<file path="config.mk">
export PLATFORM = sky130hd
export DESIGN_NAME = trap_ctl_regfile
export DESIGN_NICKNAME = d
export VERILOG_FILES = /design/src/rtl/trap_ctl_pkg.sv /design/src/rtl/trap_ctl_decode.sv /design/src/rtl/trap_save_bank.sv /design/src/rtl/trap_ctx_pack.sv /design/src/rtl/trap_ctl_regfile.sv
export SDC_FILE = /design/constraint.sdc
export NUM_CORES = 2
export LEC_CHECK = 0
export BUFFER_PORTS_ARGS = -buffer_cell sky130_fd_sc_hd__buf_2
export CAP_MARGIN = 40
export CORE_MARGIN = 2
export CORE_UTILIZATION = 68
export CTS_CLUSTER_SIZE = 28
export DETAILED_ROUTE_END_ITERATION = 7
export PLACE_DENSITY = 0.9
export SLEW_MARGIN = 20
export SYNTH_ARGS = -nofsm -noshare
export SYNTH_HDL_FRONTEND = slang
export SYNTH_SLANG_ARGS = --single-unit
</file>
<file path="constraint.sdc">
create_clock -name clk_i -period 11.1 [get_ports clk_i]
set_input_delay 1.665 -clock clk_i [delete_from_list [all_inputs] [get_ports clk_i]]
set_output_delay 1.665 -clock clk_i [all_outputs]
set_load 0.05 [all_outputs]
</file>
<file path="src/rtl/trap_ctl_pkg.sv">
package trap_ctl_pkg;
  localparam int DW      = 64;
  localparam int IDXW    = 5;
  localparam int N_SAVE  = 5;

  typedef enum logic [IDXW-1:0] {
    IDX_TRAP_LVL  = 5'd0,
    IDX_SV_PC     = 5'd1,
    IDX_SV_NPC    = 5'd2,
    IDX_SV_STATE  = 5'd3,
    IDX_SV_CAUSE  = 5'd4,
    IDX_SV_HYP    = 5'd5,
    IDX_PROC_ST   = 5'd6,
    IDX_VEC_BASE  = 5'd7,
    IDX_WIN_PTR   = 5'd8,
    IDX_HYP_ST    = 5'd9,
    IDX_STRAND_ST = 5'd10,
    IDX_VERSION   = 5'd11,
    IDX_FP_ST     = 5'd12,
    IDX_CTX_PRI   = 5'd13,
    IDX_CTX_SEC   = 5'd14,
    IDX_PART      = 5'd15,
    IDX_LSU       = 5'd16,
    IDX_CTX_WORD  = 5'd17
  } reg_idx_e;

  localparam logic [DW-1:0] PROC_KEEP    = 64'h0000_0000_0000_13DE;
  localparam logic [DW-1:0] VEC_KEEP     = ~64'h0000_0000_0000_7FFF;
  localparam logic [DW-1:0] HYP_RST      = 64'h0000_0000_0000_0800;
  localparam logic [DW-1:0] STRAND_RST   = 64'h0000_0000_0005_0000;
endpackage

</file>
<file path="src/rtl/trap_ctl_decode.sv">
module trap_ctl_decode
  import trap_ctl_pkg::*;
#(
  parameter int MAX_TL = 6,
  localparam int TLW   = $clog2(MAX_TL + 1),
  localparam int LVLW  = (MAX_TL > 1) ? $clog2(MAX_TL) : 1,
  localparam int SLW   = $clog2(N_SAVE + 1)
) (
  input  logic            req_i,
  input  logic            we_i,
  input  logic [IDXW-1:0] idx_i,
  input  logic [TLW-1:0]  tl_i,
  output logic            is_save_o,
  output logic [SLW-1:0]  slot_o,
  output logic [LVLW-1:0] lvl_o,
  output logic            illegal_o,
  output logic            wr_ok_o
);
  logic unimpl, read_only, bad_lvl;
  logic [TLW-1:0] tl_m1;

  assign is_save_o = (idx_i >= IDX_SV_PC) && (idx_i <= IDX_SV_HYP);
  assign slot_o    = SLW'(idx_i - IDX_SV_PC);
  assign tl_m1     = tl_i - TLW'(1);
  assign lvl_o     = LVLW'(tl_m1);

  assign unimpl    = idx_i > IDX_CTX_WORD;
  assign read_only = (idx_i == IDX_VERSION) || (idx_i == IDX_CTX_WORD);
  assign bad_lvl   = (tl_i == '0) || (int'(tl_i) > MAX_TL);

  assign illegal_o = req_i && (unimpl || (is_save_o && bad_lvl) || (we_i && read_only));
  assign wr_ok_o   = req_i && we_i && !illegal_o;
endmodule

</file>
<file path="src/rtl/trap_save_bank.sv">
module trap_save_bank #(
  parameter int N_SLOTS = 5,
  parameter int DEPTH   = 6,
  parameter int DW      = 64,
  localparam int SLW    = $clog2(N_SLOTS + 1),
  localparam int LVLW   = (DEPTH > 1) ? $clog2(DEPTH) : 1
) (
  input  logic            clk_i,
  input  logic            rst_ni,
  input  logic            wr_i,
  input  logic [SLW-1:0]  slot_i,
  input  logic [LVLW-1:0] lvl_i,
  input  logic [DW-1:0]   wdata_i,
  output logic [DW-1:0]   rdata_o
);
  logic [DW-1:0] bank_q [N_SLOTS][DEPTH];
  logic          in_range;

  assign in_range = (int'(slot_i) < N_SLOTS) && (int'(lvl_i) < DEPTH);

  for (genvar s = 0; s < N_SLOTS; s++) begin : g_slot
    for (genvar l = 0; l < DEPTH; l++) begin : g_lvl
      always_ff @(posedge clk_i or negedge rst_ni) begin
        if (!rst_ni)
          bank_q[s][l] <= '0;
        else if (wr_i && slot_i == SLW'(s) && lvl_i == LVLW'(l))
          bank_q[s][l] <= wdata_i;
      end
    end
  end

  assign rdata_o = in_range ? bank_q[slot_i][lvl_i] : '0;

  p_bank_write_r1: assert property (@(posedge clk_i) disable iff (!rst_ni)
    (wr_i && in_range) |=> (bank_q[$past(slot_i)][$past(lvl_i)] == $past(wdata_i)));
  p_bank_hold_r1: assert property (@(posedge clk_i) disable iff (!rst_ni)
    (!wr_i && in_range) |=> (bank_q[$past(slot_i)][$past(lvl_i)]
                             == $past(bank_q[slot_i][lvl_i])));
endmodule

</file>
<file path="src/rtl/trap_ctx_pack.sv">
module trap_ctx_pack (
  input  logic [1:0]  hyp_bits_i,   // {bit5, bit2}
  input  logic [1:0]  proc_bits_i,  // bits 3:2
  input  logic [1:0]  lsu_bits_i,   // bits 3:2
  input  logic [7:0]  part_i,
  input  logic [2:0]  tl_i,
  input  logic [15:0] ctx_pri_i,
  input  logic [15:0] ctx_sec_i,
  output logic [63:0] ctx_o
);
  always_comb begin
    ctx_o        = '0;
    ctx_o[0]     = hyp_bits_i[0];
    ctx_o[1]     = hyp_bits_i[1];
    ctx_o[3:2]   = proc_bits_i;
    ctx_o[5:4]   = lsu_bits_i;
    ctx_o[15:8]  = part_i;
    ctx_o[18:16] = tl_i;
    ctx_o[47:32] = ctx_pri_i;
    ctx_o[63:48] = ctx_sec_i;
  end
endmodule

</file>
<file path="src/rtl/trap_ctl_regfile.sv">
module trap_ctl_regfile
  import trap_ctl_pkg::*;
#(
  parameter int MAX_TL = 6,
  parameter int NWIN   = 8
) (
  input  logic        clk_i,
  input  logic        rst_ni,
  input  logic        req_i,
  input  logic        we_i,
  input  logic [4:0]  idx_i,
  input  logic [63:0] wdata_i,
  output logic [63:0] rdata_o,
  output logic        illegal_o,
  output logic [63:0] mmu_ctx_o,
  output logic        tlz_irq_o
);
  localparam int TLW  = $clog2(MAX_TL + 1);
  localparam int LVLW = (MAX_TL > 1) ? $clog2(MAX_TL) : 1;
  localparam int SLW  = $clog2(N_SAVE + 1);
  localparam int WPW  = $clog2(NWIN + 1);
  localparam logic [DW-1:0] VERSION_WORD =
    {16'h003E, 16'h0023, 8'h20, 8'h00, 8'(MAX_TL), 8'(NWIN - 1)};

  logic [TLW-1:0]  tl_q;
  logic [WPW-1:0]  win_q;
  logic [DW-1:0]   proc_q, vec_q, hyp_q, strand_q, fp_q;
  logic [DW-1:0]   pri_q, sec_q, part_q, lsu_q;
  logic            tlz_q;

  logic            is_save, wr_ok;
  logic [SLW-1:0]  slot;
  logic [LVLW-1:0] lvl;
  logic [DW-1:0]   save_rdata;
  logic [TLW-1:0]  new_tl;
  logic [WPW-1:0]  win_next;
  logic [2:0]      tl3;

  trap_ctl_decode #(.MAX_TL(MAX_TL)) u_dec (
    .req_i, .we_i, .idx_i, .tl_i(tl_q),
    .is_save_o(is_save), .slot_o(slot), .lvl_o(lvl),
    .illegal_o, .wr_ok_o(wr_ok)
  );

  trap_save_bank #(.N_SLOTS(N_SAVE), .DEPTH(MAX_TL), .DW(DW)) u_bank (
    .clk_i, .rst_ni,
    .wr_i(wr_ok && is_save), .slot_i(slot), .lvl_i(lvl),
    .wdata_i, .rdata_o(save_rdata)
  );

  assign tl3 = 3'(tl_q);

  trap_ctx_pack u_pack (
    .hyp_bits_i({hyp_q[5], hyp_q[2]}), .proc_bits_i(proc_q[3:2]),
    .lsu_bits_i(lsu_q[3:2]), .part_i(part_q[7:0]), .tl_i(tl3),
    .ctx_pri_i(pri_q[15:0]), .ctx_sec_i(sec_q[15:0]), .ctx_o(mmu_ctx_o)
  );

  assign new_tl   = wdata_i[TLW-1:0];
  assign win_next = (wdata_i > DW'(NWIN)) ? WPW'(NWIN - 1) : wdata_i[WPW-1:0];

  always_ff @(posedge clk_i or negedge rst_ni) begin
    if (!rst_ni) begin
      tl_q <= '0;  win_q <= '0;  tlz_q <= 1'b0;
      proc_q <= '0;  vec_q <= '0;  hyp_q <= HYP_RST;  strand_q <= STRAND_RST;
      fp_q <= '0;  pri_q <= '0;  sec_q <= '0;  part_q <= '0;  lsu_q <= '0;
    end else if (wr_ok) begin
      unique case (idx_i)
        IDX_TRAP_LVL: begin
          tl_q  <= new_tl;
          tlz_q <= (new_tl == '0) && hyp_q[0] && !hyp_q[2];
        end
        IDX_PROC_ST:   proc_q   <= wdata_i & PROC_KEEP;
        IDX_VEC_BASE:  vec_q    <= wdata_i & VEC_KEEP;
        IDX_WIN_PTR:   win_q    <= win_next;
        IDX_HYP_ST:    hyp_q    <= wdata_i;
        IDX_STRAND_ST: strand_q <= wdata_i;
        IDX_FP_ST:     fp_q     <= wdata_i;
        IDX_CTX_PRI:   pri_q    <= wdata_i;
        IDX_CTX_SEC:   sec_q    <= wdata_i;
        IDX_PART:      part_q   <= wdata_i;
        IDX_LSU:       lsu_q    <= wdata_i;
        default: ;
      endcase
    end
  end

  always_comb begin
    rdata_o = '0;
    if (req_i && !we_i && !illegal_o) begin
      if (is_save) rdata_o = save_rdata;
      else begin
        unique case (idx_i)
          IDX_TRAP_LVL:  rdata_o = DW'(tl_q);
          IDX_PROC_ST:   rdata_o = proc_q;
          IDX_VEC_BASE:  rdata_o = vec_q;
          IDX_WIN_PTR:   rdata_o = DW'(win_q);
          IDX_HYP_ST:    rdata_o = hyp_q;
          IDX_STRAND_ST: rdata_o = strand_q;
          IDX_VERSION:   rdata_o = VERSION_WORD;
          IDX_FP_ST:     rdata_o = fp_q | DW'(3);
          IDX_CTX_PRI:   rdata_o = pri_q;
          IDX_CTX_SEC:   rdata_o = sec_q;
          IDX_PART:      rdata_o = part_q;
          IDX_LSU:       rdata_o = lsu_q;
          IDX_CTX_WORD:  rdata_o = mmu_ctx_o;
          default:       rdata_o = '0;
        endcase
      end
    end
  end

  assign tlz_irq_o = tlz_q;

  p_proc_mask_r2: assert property (@(posedge clk_i) disable iff (!rst_ni)
    (proc_q & ~PROC_KEEP) == '0);
  p_vec_align_r3: assert property (@(posedge clk_i) disable iff (!rst_ni)
    vec_q[14:0] == '0);
  p_win_bound_r4: assert property (@(posedge clk_i) disable iff (!rst_ni)
    int'(win_q) <= NWIN);
  p_tlz_hold_r6: assert property (@(posedge clk_i) disable iff (!rst_ni)
    !(wr_ok && idx_i == IDX_TRAP_LVL) |=> $stable(tlz_irq_o));
  p_fp_low_r9: assert property (@(posedge clk_i) disable iff (!rst_ni)
    (req_i && !we_i && idx_i == IDX_FP_ST) |-> rdata_o[1:0] == 2'b11);
  p_illegal_write_r10: assert property (@(posedge clk_i) disable iff (!rst_ni)
    (illegal_o && we_i) |=> ($stable(mmu_ctx_o) && $stable(tlz_irq_o)));
  p_illegal_needs_req_r10: assert property (@(posedge clk_i) disable iff (!rst_ni)
    !req_i |-> !illegal_o);
endmodule

</file>
==> impl_metrics.ini <==
[clock_network]
clock_latency_ns = 0.91
cts.path.max_buffers = 3
htreeDepth = 4
clk_pin_slew_ns = 0.06
cts_num_sinks = 2432
cts_hold_buf = 0
postCtsSetupRepairBufs = 0
cts_tree = built
cts_made_buffers = 229
ctsResizeCount = 0
clock-root-buffer = clkbuf_16

[finish]
multi_input_area_um2 = 46700
nNetsFinal = 7598
ff_latch_area_um2 = 60900
drive_gt1_frac = 0.476
syn_to_final_growth_pct = 9.67
final_cell_area_um2 = 122000
fillers = 8404

[timing]
fin_skew_ns = 0.0601
fin_crit_ns = 8.53
timing.final.ws_setup_ns = 2.57
rsz0062_at_grt = no
setup_viol = 0
fin_crit_sh = 0.769
report.final.slew_viol_count = 0
tightestPinTransition_ns = 1.48
timing.fmax_mhz = 117
hold_violations = 0
tns_ns = 0
slew_headroom = 0.0109

[yosys]
synth_adder_area_share = 0.00146
synth_xor_area_frac = 0.000225
ys_seq_area_frac = 0.546
syn_inst = 7710
synth-edff-count = 0
synth_compound_area_frac = 0.0604
synth_ff_type = dfrtp_1
yosysWarnings = 0
synth_top_family_by_area = multiplexers
syn_avg_cell_area_um2 = 14.4
ys_ff_latch = 2432
yosys.area_share.simple = 0.0206
synthesis.area_um2 = 111000
ys_types = 77
synth_async_sr_flop_share = 1.00
muxShareOfSynthArea = 0.332

[worst_hold_path]
holdCritStartpoint = lsu_q[56]$_DFFE_PN0P_
hp-class = register to register
hold_path_end = lsu_q[56]$_DFFE_PN0P_
min_path_cells = 1

[global_route]
grt_pass1_wl_mm = 534
track_usage = 0.437
antenna_found_initial = 64
overflow = 0
grt_pass1_vias = 80327
grt_max_degree = 178

[floorplanning]
core_region_area_um2 = 163000
io_pins = 203
rows = 148
dieHeight_um = 409
die_width_um = 409
initial_core_util = 0.684
fp.dieArea_um2 = 167000

[power]
p_leak_nw = 59.0
p_comb_frac = 0.098
power_frac_seq = 0.477
finalPower_mw = 19.6
p_per_area_nw_per_um2 = 160
power_switching_mw = 5.21
p_int_mw = 14.4
switching_share = 0.266
ir_drop_uv = 194
pwr-share-clk = 0.425

[placement]
place_ws_ns = 3.03
gp_congestion = 0.904
hpwlAfterDp_mm = 200
placed_area_um2 = 114000
portBuffers = 187

[worst_setup_path]
r2r-end = u_bank.bank_q[741]$_DFFE_PN0P_
cp-end-kind = output port
crit_type = input port to output port
slowest_stage = ha_4
r2r_setup_slack_ns = 5.61
r2r-start = tl3[0]$_DFFE_PN0P_
startpoint_type = input port
critPathMaxStageDelay_ns = 0.94
arrival_ns = 6.87
worst_ep_required_time_ns = 9.44
reg2reg_depth = 11
crit_fanout = 159
cp_cell_sequence = buf_8 -> inv_1 -> ha_4 -> buf_12 -> buf_4 -> mux4_2 -> a22o_1 -> o32ai_1 -> a31oi_1 -> buf_2

[route]
ant_nets = 0
drt_wl_total_mm = 369
drc_errors = 61
vias_per_cell = 7.74
wl_per_cell_um = 37.2
drtIter0Drc = 12368
vias = 76881
first_pass_iters = 8

[status]
violations = design-rule violations
outcome = finished with violations

[job]
maxCapViolCount = 0
## stage by stage
stage	hold WS, ns	utilization	instances
after floorplan	0.457	-	7724
after global placement	0.466	0.692	9388
after detailed placement	0.478	0.698	9431
after CTS	0.494	0.747	9868
after global routing	0.509	0.750	9903
final	0.494	0.751	9928
## power groups by stage
stage,combinational [mW],clock (mW),sequential (mW)
CTS,1.79,8.28,9.33
global placement,1.67,0,9.45
finish,1.91,8.34,9.35
global route,1.95,8.68,9.35
detailed placement,1.75,0,9.48
floorplan,1.04,0,9.39
## worst max path at each step
stage	endpoint	from	cells after the start	slack, ns
after floorplan	rdata_o[1]	idx_i[0]	14	3.76
after global placement	rdata_o[8]	idx_i[0]	11	3.01
after detailed placement	rdata_o[53]	idx_i[0]	11	3.03
after CTS	rdata_o[54]	tl3[0]$_DFFE_PN0P_	9	2.88
after global routing	rdata_o[32]	idx_i[0]	10	2.59
final	rdata_o[32]	idx_i[0]	10	2.57
## synthesized netlist by cell type (all sizes together) (5+ instances only)
cell type | number | area [um2]
a221o | 8 | 80.1
dfrtp | 2429 | 60800
o21ai | 110 | 551
o221ai | 41 | 359
o2111ai | 26 | 228
nor4 | 18 | 113
buf | 425 | 2720
nor3 | 39 | 205
o211ai | 25 | 188
mux2 | 2539 | 28600
inv | 8 | 30.0
o32ai | 10 | 87.6
a22oi | 167 | 1250
nand2b | 6 | 37.5
a2111oi | 18 | 158
o21a | 5 | 37.5
a21oi | 98 | 502
nor3b | 5 | 42.5
a211oi | 48 | 360
o311a | 5 | 50.1
mux4 | 268 | 6040
nand3 | 61 | 335
a32o | 21 | 210
a31oi | 17 | 106
nor2 | 134 | 586
ha | 13 | 163
mux2i | 230 | 2300
nand2 | 105 | 394
a222oi | 59 | 591
clkbuf | 432 | 1620
a221oi | 20 | 175
a41o | 7 | 70.1
nand4 | 14 | 113
o22ai | 90 | 563
o31ai | 39 | 298
nor4bb | 6 | 60.1
nor2b | 39 | 244
a22o | 73 | 639
## worst max-delay path, delay by kind of cell
kind / cells / cell delay, ns
buffers and inverters: 5 / 2.43
AO/OA/AOI/OAI: 3 / 1.04
adder cells (fa/ha/maj): 1 / 0.94
multiplexers: 1 / 0.40
## sequential cells by signal, summed over array words and instances, names as in the netlist, 4 cells and up
register and cells:
u_bank.bank_q 1920, hyp_q 64, lsu_q 64, part_q 64, pri_q 64, sec_q 64, strand_q 64, fp_q 62
vec_q 49, proc_q 9, win_q 4
## placed cells by master (no fill, tap or decap), types with 62 or more instances in the layout
| cell type | instances |
|---|---|
| nor2_1 | 102 |
| mux2i_1 | 230 |
| buf_4 | 147 |
| o21ai_0 | 110 |
| a22o_1 | 73 |
| clkbuf_16 | 233 |
| nand2_1 | 103 |
| a22oi_1 | 167 |
| clkbuf_1 | 62 |
| buf_2 | 194 |
| mux2_2 | 2524 |
| mux4_2 | 268 |
| dfrtp_1 | 2428 |
| a21oi_1 | 97 |
| clkbuf_8 | 76 |
| o22ai_1 | 90 |
## area by class of cell
cell class / count / share of cell area
Sequential cell: 2432 / 0.498
Multi-Input combinational cell: 4426 / 0.382
Clock buffer: 371 / 0.0582
Timing Repair Buffer: 414 / 0.0305
Tap cell: 2175 / 0.0223
Clock inverter: 66 / 0.00753
Antenna cell: 35 / 0.000717
Inverter: 9 / 0.000338
## cell families (layout without fill, tap and decap cells)
family | count (synthesis) | count (layout)
AO/OA/AOI/OAI | 911 | 911
XOR/XNOR | 2 | 2
adder cells (fa/ha/maj) | 13 | 13
buffers and inverters | 866 | 860
flip-flops | 2432 | 2432
multiplexers | 3037 | 3037
other | 1 | 50
AND/OR/NAND/NOR | 448 | 448
## routing by layer
layer | share of wire | up-vias | global-route usage
met5 | 0.0019 | - | 0.0109
li1 | - | 28178 | -
met3 | 0.15 | 2267 | 0.194
met2 | 0.43 | 7006 | 0.608
met4 | 0.090 | 54 | 0.333
met1 | 0.33 | 39376 | 0.533
Power figures use the tool's default switching activity.
